==> config.mk <==
export PLATFORM = sky130hd
export DESIGN_NAME = regalu_datapath
export DESIGN_NICKNAME = d
export VERILOG_FILES = /design/src/rtl/regalu_datapath.sv
export SDC_FILE = /design/constraint.sdc
export NUM_CORES = 1
export LEC_CHECK = 0
export BUFFER_PORTS_ARGS = -buffer_cell sky130_fd_sc_hd__buf_4
export CAP_MARGIN = 10
export CORE_MARGIN = 8
export CORE_UTILIZATION = 63
export CTS_CLUSTER_DIAMETER = 150
export DETAILED_ROUTE_END_ITERATION = 8
export PLACE_DENSITY = 0.84
export SLEW_MARGIN = 15
export SYNTH_ARGS = -nofsm -noshare
export SYNTH_HDL_FRONTEND = slang
export SYNTH_SLANG_ARGS = --single-unit
export TNS_END_PERCENT = 10
==> constraint.sdc <==
create_clock -name clk -period 5.2 [get_ports clk]
set_clock_uncertainty 0.05 [all_clocks]
set_input_delay 0.26 -clock clk [delete_from_list [all_inputs] [get_ports clk]]
set_output_delay 0.26 -clock clk [all_outputs]
set_load 0.1 [all_outputs]
==> src/rtl/regalu_datapath.sv <==
module regalu_datapath #(
  parameter int W = 8
) (
  input  logic         clk,
  input  logic         rst,
  input  logic         wb_from_in,
  input  logic [1:0]   wr_dst,
  input  logic [1:0]   rd_src,
  input  logic [1:0]   alu_fn,
  input  logic [1:0]   rd_route,
  input  logic [W-1:0] din,
  output logic [W-1:0] dout
);
  localparam int NREG = 3;

  logic [W-1:0] rf [NREG];
  logic [W-1:0] opa, opb, alu_y, wb_bus, rd_bus;

  always_comb begin
    case (alu_fn)
      2'd0:    alu_y = opa;
      2'd1:    alu_y = ~opb;
      2'd2:    alu_y = opa + opb;
      default: alu_y = opa - opb;
    endcase
  end

  assign wb_bus = wb_from_in ? din : alu_y;

  always_comb begin
    case (rd_src)
      2'd0:    rd_bus = rf[0];
      2'd1:    rd_bus = rf[1];
      2'd2:    rd_bus = rf[2];
      default: rd_bus = '0;
    endcase
  end

  always_ff @(posedge clk) begin
    for (int i = 0; i < NREG; i++) begin
      if (rst)                 rf[i] <= '0;
      else if (wr_dst == 2'(i)) rf[i] <= wb_bus;
    end
  end

  always_ff @(posedge clk) begin
    if (rst) begin
      opa  <= '0;
      opb  <= '0;
      dout <= '0;
    end else begin
      case (rd_route)
        2'd0:    dout <= rd_bus;
        2'd1:    opb  <= rd_bus;
        2'd2:    opa  <= rd_bus;
        default: ;
      endcase
    end
  end

  AST_IN_WRITE_R0: assert property (@(posedge clk) disable iff (rst)
    (wb_from_in && wr_dst == 2'd0) |=> rf[0] == $past(din));

  AST_NULL_DST: assert property (@(posedge clk) disable iff (rst)
    (wr_dst == 2'd3) |=> ($stable(rf[0]) && $stable(rf[1]) && $stable(rf[2])));

  AST_ROUTE_OUT: assert property (@(posedge clk) disable iff (rst)
    (rd_route == 2'd0) |=> dout == $past(rd_bus));

  AST_ROUTE_A: assert property (@(posedge clk) disable iff (rst)
    (rd_route == 2'd2) |=> opa == $past(rd_bus));

  AST_ROUTE_IDLE: assert property (@(posedge clk) disable iff (rst)
    (rd_route == 2'd3) |=> ($stable(dout) && $stable(opa) && $stable(opb)));

  AST_READ_ZERO: assert property (@(posedge clk) disable iff (rst)
    (rd_src == 2'd3 && rd_route == 2'd0) |=> dout == '0);
endmodule

==> results of run 1 <==
## flip-flops by register name (all words and copies together) (netlist names)
| name | cells |
|---|---|
| dout | 8 |
| opa | 8 |
| opb | 8 |
| rf | 24 |
## area by class of cell
class                      count  area (um2)  share of cell area, %
clock inverter                 1        5.00                  0.167
inverter                       7        26.3                  0.878
sequential                    48        1200                   40.1
multi-input combinational    233        1420                   47.4
tap                           52        65.1                   2.17
timing repair buffer          26         195                   6.52
clock buffer                   7        80.1                   2.68
## synth_stat cells, drive strengths merged, types with 2 or more instances
library cell and n:
inv 7, nor2 60, nor3b 3, or4 3
ha 10, a21o 5, or3 4, nand3 11
nand2b 3, buf 2, nor2b 5, nor3 7
o21ai 11, o21a 2, a21oi 23, a211oi 25
a31oi 2, a22o 3, o211ai 2, edfxtp 24
xor2 7, nand4b 2, mux2i 12, dfxtp 24
clkbuf 16, a211o 2, xnor2 2, nand2 23
## stage by stage
step | utilization (%) | cell area [um2] | cells | setup slack, ns | hold slack (ns)
floorplan | - | 2730 | 306 | 2.56 | 0.442
global placement | 68.2 | 2910 | 366 | 2.06 | 0.441
detailed placement | 68.2 | 2910 | 366 | 1.99 | 0.442
CTS | 70.2 | 2990 | 374 | 2.29 | 0.324
global route | 70.2 | 2990 | 374 | 2.07 | 0.339
finish | 70.2 | 2990 | 374 | 2.27 | 0.322
## final timing paths
kind / startpoint / to / slack, ns / cells after the start
worst min-delay path: rst / dout[1] / 0.32 / 2
worst max register to register: opb[0] / rf[1][6] / 2.27 / 9
worst max-delay path: opb[0] / rf[1][6] / 2.27 / 9
worst min register to register: dout[1] / dout[1] / 0.45 / 2
## power by group through the flow
stage / clock network (W) / logic [W] / registers [W]
floorplan: 0 / 0.000132 / 0.000472
finish: 0.000216 / 0.000214 / 0.000440
CTS: 0.000215 / 0.000213 / 0.000440
global placement: 0 / 0.000208 / 0.000447
detailed placement: 0 / 0.000212 / 0.000448
global route: 0.000227 / 0.000236 / 0.000443
## logic make-up (layout without fill, tap and decap cells)
kind of cell / Yosys count / count (layout)
flops: 48 / 48
buf+inv: 25 / 41
fa+ha+maj: 11 / 11
compound gates: 78 / 78
simple gates: 122 / 122
mux: 13 / 13
xor+xnor: 9 / 9
## routing by layer
| layer | vias to the layer above | global-route usage, % | routed length [um] |
|---|---|---|---|
| met5 | - | 0 | 0 |
| met4 | 0 | 7.89 | 124 |
| met3 | 11 | 2.95 | 495 |
| met2 | 75 | 30.8 | 2860 |
| met1 | 1041 | 26.1 | 2710 |
| li1 | 1133 | - | - |
## layout by cell type (no fill, tap or decap), types with 6 or more instances in the layout
| cell type | n |
|---|---|
| nor2_1 | 60 |
| buf_4 | 26 |
| a211oi_1 | 25 |
| dfxtp_1 | 24 |
| edfxtp_1 | 24 |
| a21oi_1 | 23 |
| nand2_1 | 23 |
| mux2i_1 | 12 |
| o21ai_0 | 11 |
| nand3_1 | 11 |
| ha_1 | 10 |
| xor2_1 | 7 |
| nor3_1 | 7 |
| inv_1 | 6 |
==> flow_results.org, run 1 <==
** Status
- Run status :: complete, no violations

** Synth
- Flop and latch count out of synthesis :: between 40 and 50
- Area contributors post-synth :: edfxtp_1, dfxtp_1, nor2_1, a211oi_1, ha_1
- After technology mapping, the gate count stands at 306.
- Net count after synthesis :: 336
- The netlist uses 38 different library cells.
- Fraction of registers with async set/reset :: 0%
- After Yosys synthesis, full adders, half adders and majority gates account for between 5 and 6% of the synthesized area.
- Post-Syn Area per Cell :: approximately 9 um2
- Counting flops with a built-in enable in the synthesized netlist gives 24.
- Simple logic cell fraction of the synthesized area :: 20.0%
- Summing the areas of all compound-gate instances in the mapped netlist gives 19.1% of the synthesized area.
- After synthesis, flip-flops and latches occupy 44.1% of the total area.
- Combinational family with the most area after synthesis :: simple AND/OR/NAND/NOR gates
- For this run, the number of Yosys warnings is 0.
- Summing the areas of all xor and xnor instances in the mapped netlist gives about 2.9% of the synthesized area.
- Yosys top cell by area :: edfxtp_1
- Post-synthesis instance area :: around 0.0027 mm2
- The portion of synthesized area spent on multiplexers is 4.82%.
- The synthesized design devotes to its leading area cell type a little over a quarter of total area.
- In the synthesized netlist the dominant register cell turns out to be edfxtp_1.

** Clock network
- Clock slew seen by the registers of the worst setup and hold paths :: 0.08 ns
- At the later pin of the worst-skew pair, clock insertion delay measures 0.30 ns.
- CTS saw 48 sinks.
- Clock tree synthesis selected as its root buffer the cell clkbuf_8.
- Post-CTS timing repair inserted 0 buffers for setup.
- Hold repair after CTS inserted 0 buffers.
- Post-cts gate resize count :: 0
- Bufs on Longest Clock Path :: 2
- The clock tree synthesis step divided the H-tree into 2 levels.
- Counting the buffers created by CTS gives 5.
- TritonCTS built the clock tree.

** STA
- The final count of hold timing violations was 0.
- Setup repair after global routing left no endpoint under its margin.
- Setup total negative slack on the finished layout was measured at 0 ns.
- Setup-failing EPs final :: 0
- Measured slew at the worst slew-check pin :: between 1 and 1.5 ns
- Relative max-transition margin :: between 30% and 40%
- Final Cycle Share :: between 50% and 60%
- Final min period :: about 2.9 ns
- Slew Viols, Final :: 0
- Highest achievable clock rate :: 0.341 GHz

** Die
- Width of the die :: 81.8 um
- Measured along the y axis, the die boundary spans 81.8 um.
- The initial utilization of the core area, before any placement, comes to a little under two thirds.
- Area of the die :: 0.00669 mm2
- 27 I/O pins were placed.
- Core region area :: 0.00426 mm2
- The floorplan has 24 rows.

** Critical path
- Critical path buffers and inverters :: 1
- STA classifies the critical path endpoint as a register.
- Startpoint kind of the worst setup timing path :: register
- Classification of the worst setup path :: reg -> reg
- Ordered cell list for the critical path :: inv_1 > ha_1 > mux2_2 > fa_1 > a21o_1 > a21oi_1 > o21ai_0 > mux2i_1 > a211o_1
- The largest individual stage delay along the critical path comes from the cell fa_1.
- For this run, the slowest stage of the critical path takes 0.43 ns.
- Data on the critical path is required at its endpoint by 5.20 ns.
- Largest fanout of any net on the critical path :: 5
- Worst EP arrival :: about 3 ns
- CP delay by family, top :: compound AO/OA/AOI/OAI gates

** Pwr
- For this design the static power due to leakage is 1.21 nW.
- Power comes to 0.000870 W.
- Of the total power, registers draw between 50% and 60%.
- Net Switching :: about 0.00027 W
- Power density relative to cell area :: between 200 and 300 mW/mm2
- Logic gate share of total power :: 24.6%
- VDD sags by at most 134 uV.
- Share of total power in the clock network :: 24.8%
- Cell Int Power :: 0.000597 W
- Net switching is 31.4% of the power.

** GRT
- Entering global routing, the biggest net connects 34 pins.
- Global-route wire length before repair :: around 10000 um
- Global routing used 19.5% of the available tracks.
- Number of global-route vias before repair :: 2130
- Number of antenna violations at the first check in global routing :: 0
- The total overflow left after global routing is 0.

** Placed design
- Input and output buffers added on the ports amount to 26.
- Post-DP HPWL :: 4750 um
- Routability-driven placement finished with a final weighted congestion of 0.956.

** Drt
- In this run, the number of DRC markers left after iteration 0 of detailed routing was between 150 and 200.
- Across all layers, the routed design uses 2260 vias.
- The first detailed-routing pass ran for 4 iterations.
- Dividing the detail-routed wire length by the instance count gives between 15 and 20 um.
- Using the TritonRoute via totals, the vias-per-cell ratio works out to 6.04.
- For this run, design rule violations remaining after detail routing come to 0.
- Summed over all layers, the routed wires come to 6190 um.
- Number of nets still failing antenna checks after routing :: 0

** Cells and area
- Relative to the synthesized area, the layout overhead comes to 9.83%.
- The filler cells instantiated in the layout total about 350.
- Cells with a size suffix above 1 make up 11.2% of the layout.
- The number of antenna diodes in the final layout is 0.
- At the end of the flow, the number of nets in the layout was 351.

** Run
- Across the run, the number of max-cap violations was 0.

** Worst hold path
- In this run the worst hold path is classified as in -> reg.
(Power assumes the default switching activity.)
==> run 2, diff against run 1 <==
--- a/config.mk
+++ b/config.mk
@@ -8,10 +8,10 @@
 export BUFFER_PORTS_ARGS = -buffer_cell sky130_fd_sc_hd__buf_4
 export CAP_MARGIN = 10
 export CORE_MARGIN = 8
-export CORE_UTILIZATION = 63
+export CORE_UTILIZATION = 59
 export CTS_CLUSTER_DIAMETER = 150
 export DETAILED_ROUTE_END_ITERATION = 8
-export PLACE_DENSITY = 0.84
+export PLACE_DENSITY = 0.8
 export SLEW_MARGIN = 15
 export SYNTH_ARGS = -nofsm -noshare
 export SYNTH_HDL_FRONTEND = slang
==> constraint.sdc (replaced) <==
create_clock -name clk -period 3 [get_ports clk]
set_clock_uncertainty 0.05 [all_clocks]
set_input_delay 0.15 -clock clk [delete_from_list [all_inputs] [get_ports clk]]
set_output_delay 0.15 -clock clk [all_outputs]
set_load 0.1 [all_outputs]
==> run 2 against run 1 <==
Wire length grew 4.9%. First-iteration DRC count grew 52%. Register-to-register slack worse by 2.1 ns. Maximum frequency is 4.2% higher. Critical path depth did not move. Hold slack lost 0.11 ns. Sequential share of layout area fell by 0.93 points. Non-clock buffer count up 4. Via count increased by 3.6%. Global-route usage down 0.80 points. Sequential power up 73%. Critical endpoint unchanged.
==> flow_results.org, run 2 (same netlist as run 1, synthesis figures left out) <==
** Critical path
- Slack of the worst reg-to-reg path :: 0.19 ns
- Data on the critical path arrives at its endpoint at roughly 2.8 ns.
- Ordered cell list for the critical path :: inv_1 > ha_1 > mux2_2 > fa_1 > a21o_1 > a21oi_1 > o21ai_1 > mux2i_1 > a211o_1
- Largest fanout of any net on the critical path :: 5
- The worst setup path is captured at a register.
- STA classifies the critical path startpoint as a register.
- The critical path starts at opb[0].
- Biggest cell delay along the critical path :: 0.44 ns
- Reg-to-reg critical path startpoint :: opb[0]
- Classification of the worst setup path :: reg -> reg
- Worst Path Required :: ~3.0 ns
- Slowest stage cell on the critical path :: fa_1

** STA
- Fin. Hold Viols :: 0
- After layout, the worst setup slack is between 0.15 and 0.2 ns.
- Slew Viols, Final :: 0
- The worst path uses 93.7% of the clock period.
- Final min period :: 2.81 ns
- In the final timing run, aggregate negative setup slack is 0 ns.
- Setup-failing EPs final :: 0
- Setup repair after global routing left no endpoint under its margin.
- For the pin with the worst max-slew slack, the measured transition is ~1.1 ns.
- Measured against its own limit, the worst slew margin works out to 29.0%.
- Final hold analysis gives a worst-case slack of 0.214 ns.
- For this run, the top clock speed supported by timing is roughly 0.36 GHz.

** Cells and area
- Share of cells above drive strength 1 :: 12.6%
- Largest register by flop count :: rf
- Leaving out fill and tap cells, the most frequent cell in the layout is nor2_1.
- The register with the most flip-flops in the layout has 24 of them.
- Final net count :: 355
- In the layout the commonest cells are nor2_1, buf_4, a211oi_1, dfxtp_1, edfxtp_1.
- The number of antenna diodes in the final layout is 0.
- From synthesis to final layout, the design area changed by 12.4%.
- After the flow finishes, the layout carries non-filler instances totaling 378.

** Clock network
- Source-to-sink clock delay at the later pin of the worst-skew pair :: approximately 0.30 ns
- Clock sink count :: 48
- Clock-pin slew was measured on the worst setup and hold paths at 0.09 ns.
- Inserted Clock Buffers :: 5
- Clock tree from TritonCTS :: yes
- No sink is reached through more buffers than the 2 on the longest clock path.
- Number of buffers inserted by hold repair at cts :: 0
- Number of H-tree levels :: 2
- Postcts setup bufs :: 0
- The tree is rooted in a clkbuf_8.

** Drt
- In the routed design, unresolved DRC markers number 0.
- Using the TritonRoute via totals, the vias-per-cell ratio works out to 6.20.
- Detailed Route WL :: 6490 um
- Number of violations reported at the end of detailed-routing iteration 0 :: 297
- Vias after detailed routing :: 2342
- In the final routed layout, each cell accounts on average for 17.2 um.
- Iteration count of the initial detailed-routing pass :: 5
- Once detail routing completed, the nets flagged for antenna violations numbered 0.

** Pwr
- VDD sags by at most 292 uV.
- Cell Int Power :: between 0.001 and 0.0015 W
- Registers are responsible for 46.2% of the overall power.
- Dividing total power by cell area gives a power density of 538 mW/mm2.
- Switching fraction of total power :: 29.6%
- Logic gate share of total power :: 23.0%
- The share of total power dissipated in the clock network is 30.8%.
- Leakage :: 1.24 nW
- In this run the power spent charging and discharging nets is ~0.00049 W.
- Overall power after layout :: 0.00165 W

** Placed design
- Summed over all nets, the half-perimeter wirelength after detailed placement is 4880 um.
- Global placement routability congestion :: 0.871
- Placement-stage worst setup slack :: 0.131 ns
- Number of I/O port buffers :: 26
- Once placement completed, the tool counted placed cells totaling 370.

** Die
- Starting density of the core :: 61.7%
- Die Ht :: 84.0 um
- The total area inside the core boundary comes to 0.00441 mm2.
- Width of the die :: 84.0 um
- The floorplan has 24 rows.
- The die covers 0.00705 mm2.
- For this design the top-level I/O count stands at 27.

** GRT
- The total overflow left after global routing is 0.
- Pin count of the biggest net entering global routing :: 34
- Global-route wire length before repair :: 10800 um
- Number of antenna violations at the first check in global routing :: 0
- Global routing consumed, over all layers together, a little under a fifth of the routing resources.
- Number of global-route vias before repair :: 2176

** Worst hold path
- Hold_sp :: rst
- In this run the worst hold path is classified as in -> reg.

** Status
- The run finished with clean final reports.

** Run
- Number of max-capacitance violations reported :: 0
[run 2: power by group through the flow]
stage / clock [W] / combinational (W) / sequential, W
after global routing: 0.000539 / 0.000419 / 0.000768
after global placement: 0 / 0.000368 / 0.000774
after CTS: 0.000509 / 0.000376 / 0.000762
final: 0.000508 / 0.000379 / 0.000763
after detailed placement: 0 / 0.000373 / 0.000777
after floorplan: 0 / 0.000228 / 0.000818
[run 2: path summary, 6_finish.rpt]
kind / end / depth (start not counted)
worst min register to register: dout[6] / 2
worst max-delay path: rf[1][6] / 9
worst max register to register: rf[1][6] / 9
worst min-delay path: opb[6] / 2
[run 2: routing by layer]
| metal | vias up | global-route usage [%] | wire, um |
|---|---|---|---|
| li1 | 1140 | - | - |
| met1 | 1064 | 25.3 | 2930 |
| met2 | 124 | 27.4 | 2830 |
| met3 | 14 | 5.18 | 583 |
| met4 | 0 | 6.91 | 144 |
| met5 | - | 0 | 0 |
[run 2: cell type report]
| type | count | area [um2] |
|---|---|---|
| well taps | 52 | 65.1 |
| flip-flops and latches | 48 | 1200 |
| inverters | 7 | 26.3 |
| clock inverters | 1 | 30.0 |
| fillers | 361 | 1350 |
| multi-input cells | 233 | 1420 |
| clock buffers | 7 | 96.3 |
| repair buffers | 30 | 225 |
[run 2: through the flow]
stage               area [um2]  util, %
global route              3060     69.4
floorplan                 2730        -
CTS                       3060     69.4
detailed placement        2940     66.6
finish                    3060     69.4
global placement          2940     66.6
[run 2: critical path, delay by kind of cell (launching register included)]
kind,cells,cell delay [ns]
buf+inv,1,0.08
mux,2,0.45
fa+ha+maj,2,0.72
flops,1,0.39
compound gates,4,0.88
[run 2: what timing repair did]
item,in CTS,in global routing
gates resized for setup,0,1
setup endpoints to repair,0,1
hold endpoints to repair,0,0
